`config.mk`:
```
export PLATFORM = sky130hd
export DESIGN_NAME = burst_col_seq
export DESIGN_NICKNAME = d
export VERILOG_FILES = /design/src/rtl/bcs_pkg.sv /design/src/rtl/bcs_cfg_dec.sv /design/src/rtl/bcs_order.sv /design/src/rtl/bcs_fsm.sv /design/src/rtl/burst_col_seq.sv
export SDC_FILE = /design/constraint.sdc
export NUM_CORES = 1
export LEC_CHECK = 0
export ABC_AREA = 1
export ABC_CLOCK_PERIOD_IN_PS = 3300
export BUFFER_PORTS_ARGS = -buffer_cell sky130_fd_sc_hd__buf_2
export CORE_MARGIN = 2
export CORE_UTILIZATION = 60
export CTS_CLUSTER_DIAMETER = 80
export DETAILED_ROUTE_END_ITERATION = 8
export PLACE_DENSITY_LB_ADDON = 0.12
export SLEW_MARGIN = 30
export SYNTH_ARGS = -nofsm -noshare
export SYNTH_HDL_FRONTEND = slang
export SYNTH_SLANG_ARGS = --single-unit
```
`constraint.sdc`:
```
create_clock -name clk -period 3.3 [get_ports clk]
set_input_delay 0.66 -clock clk [delete_from_list [all_inputs] [get_ports clk]]
set_output_delay 0.66 -clock clk [all_outputs]
set_load 0.02 [all_outputs]
```
`src/rtl/bcs_pkg.sv`:
```
package bcs_pkg;

    // burst length codes as presented on len_code_i
    localparam logic [2:0] CODE_LEN1 = 3'd0;
    localparam logic [2:0] CODE_LEN2 = 3'd1;
    localparam logic [2:0] CODE_LEN4 = 3'd2;
    localparam logic [2:0] CODE_LEN8 = 3'd3;
    localparam logic [2:0] CODE_PAGE = 3'd7;

    // widest fixed burst is 2**BLK_LOG_MAX beats
    localparam int BLK_LOG_MAX = 3;
    localparam int LOG_W       = 2;

    typedef enum logic [1:0] {
        ST_IDLE  = 2'd0,
        ST_BLOCK = 2'd1,
        ST_PAGE  = 2'd2
    } bcs_state_e;

    typedef struct packed {
        logic             legal;
        logic             page;
        logic [LOG_W-1:0] len_log;
    } bcs_cfg_t;

endpackage

```
`src/rtl/bcs_cfg_dec.sv`:
```
module bcs_cfg_dec
    import bcs_pkg::*;
(
    input  logic [2:0] len_code,
    input  logic       interleave,
    output bcs_cfg_t   cfg
);

    always_comb begin
        cfg = '0;
        unique case (len_code)
            CODE_LEN1: begin cfg.legal = 1'b1; cfg.len_log = 2'd0; end
            CODE_LEN2: begin cfg.legal = 1'b1; cfg.len_log = 2'd1; end
            CODE_LEN4: begin cfg.legal = 1'b1; cfg.len_log = 2'd2; end
            CODE_LEN8: begin cfg.legal = 1'b1; cfg.len_log = 2'd3; end
            CODE_PAGE: begin
                // full page only exists in sequential order
                cfg.legal = ~interleave;
                cfg.page  = 1'b1;
            end
            default:   cfg = '0;
        endcase
    end

endmodule

```
`src/rtl/bcs_order.sv`:
```
module bcs_order
    import bcs_pkg::*;
#(
    parameter int COL_W = 10,
    parameter int OFS_W = BLK_LOG_MAX
) (
    input  logic [COL_W-1:0] base,
    input  logic [OFS_W-1:0] beat,
    input  logic [LOG_W-1:0] len_log,
    input  logic             interleave,
    output logic [COL_W-1:0] col
);

    logic [OFS_W-1:0] seq_low;

    // carries past the block edge are dropped by the per-bit select below
    assign seq_low = base[OFS_W-1:0] + beat;

    for (genvar i = 0; i < OFS_W; i++) begin : g_low
        logic in_block;
        assign in_block = (LOG_W'(i) < len_log);
        assign col[i]   = !in_block  ? base[i] :
                          interleave ? (base[i] ^ beat[i]) : seq_low[i];
    end

    if (COL_W > OFS_W) begin : g_high
        assign col[COL_W-1:OFS_W] = base[COL_W-1:OFS_W];
    end

endmodule

```
`src/rtl/bcs_fsm.sv`:
```
module bcs_fsm
    import bcs_pkg::*;
#(
    parameter int COL_W = 10,
    parameter int OFS_W = BLK_LOG_MAX
) (
    input  logic             clk,
    input  logic             rst_n,
    input  logic             start,
    input  logic             term,
    input  logic [COL_W-1:0] start_col,
    input  logic             interleave,
    input  bcs_cfg_t         cfg,
    output bcs_state_e       state,
    output logic [OFS_W-1:0] beat_q,
    output logic [COL_W-1:0] base_q,
    output logic [COL_W-1:0] page_q,
    output logic [LOG_W-1:0] len_log_q,
    output logic             inter_q,
    output logic             err_q,
    output logic             final_beat
);

    bcs_state_e state_nx;
    logic       go;

    assign go         = start & cfg.legal;
    assign final_beat = (state == ST_BLOCK) &&
                        (beat_q == OFS_W'((1 << len_log_q) - 1));

    always_ff @(posedge clk) begin
        if (!rst_n) state <= ST_IDLE;
        else        state <= state_nx;
    end

    always_comb begin
        state_nx = state;
        if (go) begin
            state_nx = cfg.page ? ST_PAGE : ST_BLOCK;
        end else begin
            unique case (state)
                ST_IDLE:  state_nx = ST_IDLE;
                ST_BLOCK: if (term || final_beat) state_nx = ST_IDLE;
                ST_PAGE:  if (term)               state_nx = ST_IDLE;
                default:  state_nx = ST_IDLE;
            endcase
        end
    end

    always_ff @(posedge clk) begin
        if (!rst_n) begin
            beat_q    <= '0;
            base_q    <= '0;
            page_q    <= '0;
            len_log_q <= '0;
            inter_q   <= 1'b0;
            err_q     <= 1'b0;
        end else begin
            err_q <= start & ~cfg.legal;
            if (go) begin
                beat_q    <= '0;
                base_q    <= start_col;
                page_q    <= start_col;
                len_log_q <= cfg.len_log;
                inter_q   <= interleave;
            end else if (state == ST_BLOCK && !final_beat) begin
                beat_q <= beat_q + OFS_W'(1);
            end else if (state == ST_PAGE) begin
                page_q <= page_q + COL_W'(1);
            end
        end
    end

endmodule

```
`src/rtl/burst_col_seq.sv`:
```
module burst_col_seq
    import bcs_pkg::*;
#(
    parameter int COL_W = 10
) (
    input  logic             clk,
    input  logic             rst_n,
    input  logic             start_i,
    input  logic             term_i,
    input  logic [COL_W-1:0] start_col_i,
    input  logic [2:0]       len_code_i,
    input  logic             interleave_i,
    output logic             valid_o,
    output logic [COL_W-1:0] col_o,
    output logic             last_o,
    output logic             cfg_err_o
);

    localparam int OFS_W = BLK_LOG_MAX;

    bcs_cfg_t         dec_cfg;
    bcs_state_e       state;
    logic [OFS_W-1:0] beat_q;
    logic [COL_W-1:0] base_q;
    logic [COL_W-1:0] page_q;
    logic [LOG_W-1:0] len_log_q;
    logic             inter_q;
    logic             err_q;
    logic             final_beat;
    logic [COL_W-1:0] ord_col;
    logic             cfg_legal;
    logic             in_page;

    bcs_cfg_dec u_dec (
        .len_code   (len_code_i),
        .interleave (interleave_i),
        .cfg        (dec_cfg)
    );

    bcs_fsm #(.COL_W(COL_W), .OFS_W(OFS_W)) u_fsm (
        .clk        (clk),
        .rst_n      (rst_n),
        .start      (start_i),
        .term       (term_i),
        .start_col  (start_col_i),
        .interleave (interleave_i),
        .cfg        (dec_cfg),
        .state      (state),
        .beat_q     (beat_q),
        .base_q     (base_q),
        .page_q     (page_q),
        .len_log_q  (len_log_q),
        .inter_q    (inter_q),
        .err_q      (err_q),
        .final_beat (final_beat)
    );

    bcs_order #(.COL_W(COL_W), .OFS_W(OFS_W)) u_ord (
        .base       (base_q),
        .beat       (beat_q),
        .len_log    (len_log_q),
        .interleave (inter_q),
        .col        (ord_col)
    );

    assign cfg_legal = dec_cfg.legal;
    assign in_page   = (state == ST_PAGE);

    always_comb begin
        valid_o   = 1'b0;
        col_o     = '0;
        last_o    = 1'b0;
        cfg_err_o = err_q;
        unique case (state)
            ST_IDLE:  ;
            ST_BLOCK: begin
                valid_o = 1'b1;
                col_o   = ord_col;
                last_o  = final_beat;
            end
            ST_PAGE:  begin
                valid_o = 1'b1;
                col_o   = page_q;
            end
            default:  ;
        endcase
    end

endmodule

```
Word level (Yosys, flattened, before mapping). Index checks and enable logic that the tools add are counted.

Flip-flop bits (word level): 29. Input port bits: 18.

Add/subtract/negate cells: 4. Equality and inequality tests: 10. Muxes and demuxes: 20. Shift-type cells: 1. Bitwise logic cells: 8. $lt $le $gt $ge: 3. Reductions and logical operators: 11.

Operators by type and width (count): 2-to-1 mux 10 bit (3); one-hot mux 10 bit (2 select lines) (1); adder 10 x 1 -> 10 bit (second input constant) (1); 2-to-1 mux 1 bit (9); 2-to-1 mux 2 bit (4); equality test 3 x 2 -> 1 bit (second input constant) (2); != test 3 x 2 -> 1 bit (second input constant) (2); one-hot mux 2 bit (3 select lines) (1); less-than comparator 1 x 2 -> 1 bit (first input constant) (2); one-hot mux 2 bit (2 select lines) (1); AND reduction 2 bit (2); OR reduction 2 bit (2); OR reduction 4 bit (1); adder 3 x 1 -> 3 bit (second input constant) (1); adder 3 bit (1); equality test 3 x 1 -> 1 bit (second input constant) (1); equality test 3 bit (1); equality test 3 bit (second input constant) (1); zero test 3 bit (1); NOT 1 bit (3); << shifter 1 x 2 -> 3 bit (first input constant) (1); subtractor 3 x 2 -> 3 bit (second input constant) (1); bitwise XOR 1 bit (3); AND 1 bit (2); 9 further kinds (10).

Longest topological paths before layout. Gate-level depths: netlist of the first run.

Word-level depth: 8. Gate-level depth with buffers: 11.

Modules after synthesis. From an unflattened synthesis of the first run, not the netlist that was laid out.

Cell total of the unflattened synthesis: 271. Area, all modules: 1783.0 µm².

Modules (own cells, without submodules): bcs_fsm (seq. area each 580.6 µm², times used 1, cells an instance 190, area an instance 1363.8 µm²); burst_col_seq (seq. area each 0.0 µm², times used 1, cells an instance 40, area an instance 192.7 µm²); bcs_order (seq. area each 0.0 µm², times used 1, cells an instance 31, area an instance 187.7 µm²); bcs_cfg_dec (seq. area each 0.0 µm², times used 1, cells an instance 10, area an instance 38.8 µm²).

Worst setup path before layout of the first run. Ideal clock, no wire load.

Kind: flip-flop to output port. From: reg u_fsm.beat_q[0]. To: out col_o[2]. Stages on the path, launching flop included: 9. Setup slack: 947 ps. Data arrival time: 1693 ps. Path through: dfxtp_1 ha_1 inv_1 fa_1 o21ai_0 nand3b_1 a21oi_1 o21ai_0 a21oi_1.

Longest elaborated chain between the ends: 4.

Ends and longest elaborated chain: from (decl) (RTL line bcs_fsm.sv:15) `output logic [OFS_W-1:0] beat_q,`; from (signal assigned) (RTL line bcs_fsm.sv:67) `beat_q <= beat_q + OFS_W'(1);`; adder 3 bit (RTL line bcs_order.sv:17) `assign seq_low = base[OFS_W-1:0] + beat;`; 2-to-1 mux 1 bit (RTL line bcs_order.sv:23) `interleave ? (base[i] ^ beat[i]) : seq_low[i];`; 2-to-1 mux 1 bit (RTL line bcs_order.sv:22) `assign col[i] = !in_block ? base[i] :`; one-hot mux 10 bit (2 select lines) (RTL line burst_col_seq.sv:74) `unique case (state)`; to (decl) (RTL line burst_col_seq.sv:14) `output logic [COL_W-1:0] col_o,`.

Every way passes these cells.

Final worst setup path of the first run. Ends and elaborated chain as after synthesis.

==> impl_metrics.ini, run 1 <==
[cells_and_area]
antenna_cells = 0
nFillCells = 259
area_growth_pct = 9.53
final_area_um2 = 1970
drive_gt1_frac = 0.146
num-nets-final = 334

[timing]
hold_viol = 0
final.setup.tns_ns = 0
rsz0062_at_grt = no
finalSetupViolations = 0
slew_headroom = 0.647
setup_ws_ns = 0.430
min_period_ns = 2.87
fin_crit_sh = 0.870
slew_viol_final = 0
skew_ns = 0.00739
max_freq_mhz = 348
tightest_slew_ns = 0.529

[setup_path]
endpoint = col_o[2]
crit_family = compound AO/OA/AOI/OAI gates
rr_worst_depth = 8
r2r_end = u_fsm.page_q[3]$_SDFFE_PN0P_
start_kind = flop
reg2reg_from = u_fsm.state[0]$_SDFFE_PN0P_
cp-startpoint = u_fsm.beat_q[0]$_SDFFE_PP0P_
endpoint_kind = output pin
slowest_stage = dfxtp_1
cp_num_cells = 9
path_cells = ha_1 > inv_1 > fa_1 > o21ai_0 > nand3b_1 > a21oi_1 > o21ai_0 > a21oi_1 > buf_2
r2r_slack_ns = 1.69
path_max_fanout = 5
critical_path.max_stage_delay_ns = 0.41
critPathRequiredTime_ns = 2.64
cp_data_arrival_time_ns = 2.21
critPathBufInv = 2
crit_type = reg2out

[cts]
clock-sinks = 29
clockBufferDepth = 2
cts_buffers = 5
clockRootBuffer = clkbuf_4
path_clk_slew_ns = 0.09
cts_tree = yes
cts_hold_buf = 0
cts_resized = 0
post_cts_buffers = 0
htree_levels = 2
clock_latency_ns = 0.33

[route]
routed_wl_mm = 4.08
drc = 3
drtIter0Drc = 81
wl_per_cell_um = 12.0
viasPerCell = 5.24
via_count = 1781
antenna_left = 0
first_pass_iters = 6

[synth]
syn-cell-area_um2 = 1800
ys_ff_latch = 29
async_flop_share = 0
yosys.area.top_type = dfxtp_1
yosysSeqAreaShare = 0.323
avgSynthCellArea_um2 = 6.38
synth_ff_type = dfxtp_1
ys_types = 28
netlist_instances = 282
syn_nets = 307
synth_top_area_frac = 0.323
synth_edf_count = 0
synth.top_cells.by_area = dfxtp_1 (32%), nand2_1 (20%), a21oi_1 (7.5%)
yosysMostFrequentCell = nand2_1
yosys_warnings = 0
yosys-top-cells-count = nand2_1 (98), inv_1 (32), dfxtp_1 (29), nor2_1 (29), a21oi_1 (27)

[global_route]
grt_use_total = 0.261
grt_max_degree = 22
antenna_found_initial = 0
grt_overflow = 0
grt_pass1_wl_mm = 6.82
grt_pass1_vias = 1563

[outcome]
violations = design-rule violations
outcome = finished with violations

[die]
pin_count = 31
die_h_um = 58.8
dieArea_um2 = 3450
core_um2 = 2810
rows = 19
start_util = 0.641
die_w_um = 58.8

[run]
maxCapViolCount = 0

[placed_design]
gp_congestion = 0.898
port_buffers = 30
place_ws_ns = 0.824
dpl_cell_area_um2 = 1920
detailed_place_hpwl_mm = 2.94

[worst_hold_path]
hp-class = reg2reg

[power_and_ir_drop]
p_leak_nw = 0.963
power_density_nw_per_um2 = 371
peakVddDrop_uv = 315
[metrics by stage]
step                power (mW)  hold WS, ns  cells  utilization
floorplan                0.489        0.439    282            -
global placement         0.516        0.454    333        0.683
detailed placement       0.518        0.457    333        0.683
CTS                      0.735        0.471    340        0.702
global route             0.771        0.485    340        0.702
finish                   0.732        0.469    340        0.702
[final cells by class]
| class | count | area (um^2) | share of cell area |
|---|---|---|---|
| Tap cell | 31 | 38.8 | 0.0197 |
| Sequential cell | 29 | 581 | 0.295 |
| Multi-Input combinational cell | 209 | 1020 | 0.517 |
| Clock buffer | 7 | 55.1 | 0.0279 |
| Timing Repair Buffer | 30 | 150 | 0.0762 |
| Inverter | 34 | 128 | 0.0648 |
[state kept, by name, summed over array words and instances, names as in the netlist]
signal,cells
u_fsm.base_q,10
u_fsm.beat_q,3
u_fsm.state,2
u_fsm.inter_q,1
u_fsm.len_log_q,2
u_fsm.err_q,1
u_fsm.page_q,10
[kinds of logic (layout without fill, tap and decap cells)]
kind of cell | count (synthesis) | count (layout) | share of synthesized area
xor gates and xnor gates | 2 | 2 | 0.00974
AOI/OAI and AO/OA | 45 | 45 | 0.130
DFF | 29 | 29 | 0.323
buffers and inverters | 44 | 71 | 0.111
and+or+nand+nor | 155 | 155 | 0.373
adders and majority gates | 7 | 7 | 0.0529
[worst min-delay path by stage]
stage | startpoint | to | slack (ns) | cells after the start
6_report | u_fsm.base_q[7]$_SDFFE_PN0P_ | u_fsm.base_q[7]$_SDFFE_PN0P_ | 0.47 | 2
4_1_cts | u_fsm.base_q[7]$_SDFFE_PN0P_ | u_fsm.base_q[7]$_SDFFE_PN0P_ | 0.47 | 2
2_1_floorplan | u_fsm.base_q[4]$_SDFFE_PN0P_ | u_fsm.base_q[4]$_SDFFE_PN0P_ | 0.44 | 2
3_5_place_dp | u_fsm.base_q[7]$_SDFFE_PN0P_ | u_fsm.base_q[7]$_SDFFE_PN0P_ | 0.46 | 2
5_1_grt | u_fsm.base_q[7]$_SDFFE_PN0P_ | u_fsm.base_q[7]$_SDFFE_PN0P_ | 0.49 | 2
3_3_place_gp | u_fsm.base_q[7]$_SDFFE_PN0P_ | u_fsm.base_q[7]$_SDFFE_PN0P_ | 0.45 | 2
[layout by cell type (no fill, tap or decap), drive strengths merged]
cell type and instances:
or2 1, nand4 1, xnor2 1, o21ai 12
ha 6, clkinv 1, clkbuf 7, o22ai 5
nand3b 4, nor2 30, nand2 101, fa 1
dfxtp 29, buf 30, inv 33, a21oi 27
o211ai 1, xor2 1, nand3 18
[worst min-delay path, cell delays in order, from the launching register on]
cell and delay, ns:
dfxtp_1 0.32, nand2_1 0.06, a21oi_1 0.05
[where the power goes]
group          internal [mW]  total, mW  switching [mW]
clock network          0.100      0.221           0.120
logic                 0.0444      0.122          0.0776
registers              0.370      0.389          0.0193
total                  0.515      0.732           0.217
[layer usage]
metal  vias up  part of all wire  GRT usage
met5         -                 0          0
li1        940                 -          -
met2        45              0.46      0.424
met1       790              0.46      0.332
met4         0             0.013     0.0942
met3         6             0.062     0.0725
Power figures use the tool's default switching activity.
==> run 2, diff against run 1 <==
--- a/config.mk
+++ b/config.mk
@@ -8,8 +8,10 @@
 export ABC_AREA = 1
 export ABC_CLOCK_PERIOD_IN_PS = 3300
 export BUFFER_PORTS_ARGS = -buffer_cell sky130_fd_sc_hd__buf_2
+export CELL_PAD_IN_SITES_DETAIL_PLACEMENT = 0
+export CELL_PAD_IN_SITES_GLOBAL_PLACEMENT = 2
 export CORE_MARGIN = 2
-export CORE_UTILIZATION = 60
+export CORE_UTILIZATION = 32
 export CTS_CLUSTER_DIAMETER = 80
 export DETAILED_ROUTE_END_ITERATION = 8
 export PLACE_DENSITY_LB_ADDON = 0.12
==> run 2 against run 1 <==
Count of clock-buffer cells in the layout is the same. Sequential power is essentially flat. Critical path depth is the same. Highest routed layer unchanged. The flow now finishes without violations. Final area grew 4.2%. Sequential cell count is the same. Largest cell class unchanged.
==> impl_metrics.ini, run 2 (synthesis results as in run 1) <==
[outcome]
outcome = finished, final reports clean

[setup_path]
path_max_fanout = 5
crit_family = adder cells
critPathRequiredTime_ns = 2.64
critical_path.max_stage_delay_ns = 0.39
cp_data_arrival_time_ns = 2.15
crit_type = reg2out
endpoint_kind = output pin
slowest_stage = dfxtp_1
start_kind = flop
critPathBufInv = 2
path_cells = ha_1 > inv_1 > fa_1 > o21ai_0 > nand3b_1 > a21oi_1 > o21ai_0 > a21oi_1 > buf_2
r2r_slack_ns = 1.60

[cells_and_area]
num-nets-final = 334
final_cell_mix = nand2_1 (98), inv_1 (32), buf_2 (30)
nFillCells = 619
final-seq-area_um2 = 581
final_area_um2 = 2050
layout_commonest_cell = nand2_1
multi_input_area_um2 = 1020
area_growth_pct = 14.1
drive_gt1_frac = 0.146
antenna_cells = 0
top_regs = u_fsm.base_q (10), u_fsm.page_q (10), u_fsm.beat_q (3)

[die]
start_util = 0.329
dieArea_um2 = 6240
die_w_um = 79.0
core_um2 = 5470
rows = 27
pin_count = 31
die_h_um = 79.0

[cts]
path_clk_slew_ns = 0.06
post_cts_buffers = 0
clockRootBuffer = clkbuf_8
clockBufferDepth = 2
cts_buffers = 5
cts_hold_buf = 0
clock-sinks = 29
cts_tree = yes
cts_resized = 0
clock_latency_ns = 0.28
htree_levels = 2

[route]
viasPerCell = 4.61
via_count = 1758
antenna_left = 0
drtIter0Drc = 72
routed_wl_mm = 5.09
wl_per_cell_um = 13.4
drc = 0
first_pass_iters = 4

[timing]
setup_ws_ns = 0.488
final.setup.tns_ns = 0
max_freq_mhz = 356
slew_headroom = 0.621
tightest_slew_ns = 0.569
holdWs_ns = 0.469
rsz0062_at_grt = no
finalSetupViolations = 0
min_period_ns = 2.81
hold_viol = 0
slew_viol_final = 0
fin_crit_sh = 0.852
skew_ns = 0.00713

[power_and_ir_drop]
p_leak_nw = 0.976
power_density_nw_per_um2 = 396
peakVddDrop_uv = 120

[placed_design]
detailed_place_hpwl_mm = 3.60
dpl_cell_area_um2 = 1970
port_buffers = 30
gp_congestion = 0.757
place_ws_ns = 0.815

[worst_hold_path]
hp-class = reg2reg

[global_route]
grt_max_degree = 22
grt_overflow = 0
grt_use_total = 0.177
antenna_found_initial = 0
grt_pass1_vias = 1698
grt_pass1_wl_mm = 8.40

[run]
maxCapViolCount = 0
[run 2: worst paths after layout]
check / start / end / cells after the start
max reg2reg: u_fsm.state[0]$_SDFFE_PN0P_ / u_fsm.page_q[5]$_SDFFE_PN0P_ / 8
min: u_fsm.base_q[9]$_SDFFE_PN0P_ / u_fsm.base_q[9]$_SDFFE_PN0P_ / 2
max: u_fsm.beat_q[0]$_SDFFE_PP0P_ / col_o[2] / 9
min reg2reg: u_fsm.base_q[9]$_SDFFE_PN0P_ / u_fsm.base_q[9]$_SDFFE_PN0P_ / 2
[run 2: stage by stage]
step	total power, mW	util	instances
final	0.813	0.375	381
after global routing	0.865	0.375	381
after CTS	0.826	0.375	381
after detailed placement	0.524	0.359	374
after global placement	0.525	0.359	374
after floorplan	0.489	-	282
[run 2: where the power goes]
| group | leakage, nW | switching (mW) | total, mW | internal, mW |
|---|---|---|---|---|
| clock | 0.0443 | 0.132 | 0.297 | 0.165 |
| sequential | 0.238 | 0.0195 | 0.390 | 0.370 |
| combinational | 0.694 | 0.0816 | 0.126 | 0.0443 |
[run 2: cell type report]
type | count | area share
repair buffers | 30 | 0.0731
flip-flops and latches | 29 | 0.283
inverters | 34 | 0.0622
well taps | 72 | 0.0439
clock buffers | 7 | 0.0420
multi-input cells | 209 | 0.496
[run 2: tightest hold or removal path, stage by stage, from the launching register on]
cell and delay [ns]:
dfxtp_1 0.31, nand2_1 0.06, a21oi_1 0.05
[run 2: metal layers]
metal | share of wire | up-vias | GRT usage
met5 | 0 | - | 0
met4 | 0.0045 | 0 | 0.0466
met3 | 0.041 | 2 | 0.0477
met2 | 0.44 | 33 | 0.271
met1 | 0.51 | 781 | 0.246
li1 | - | 942 | -
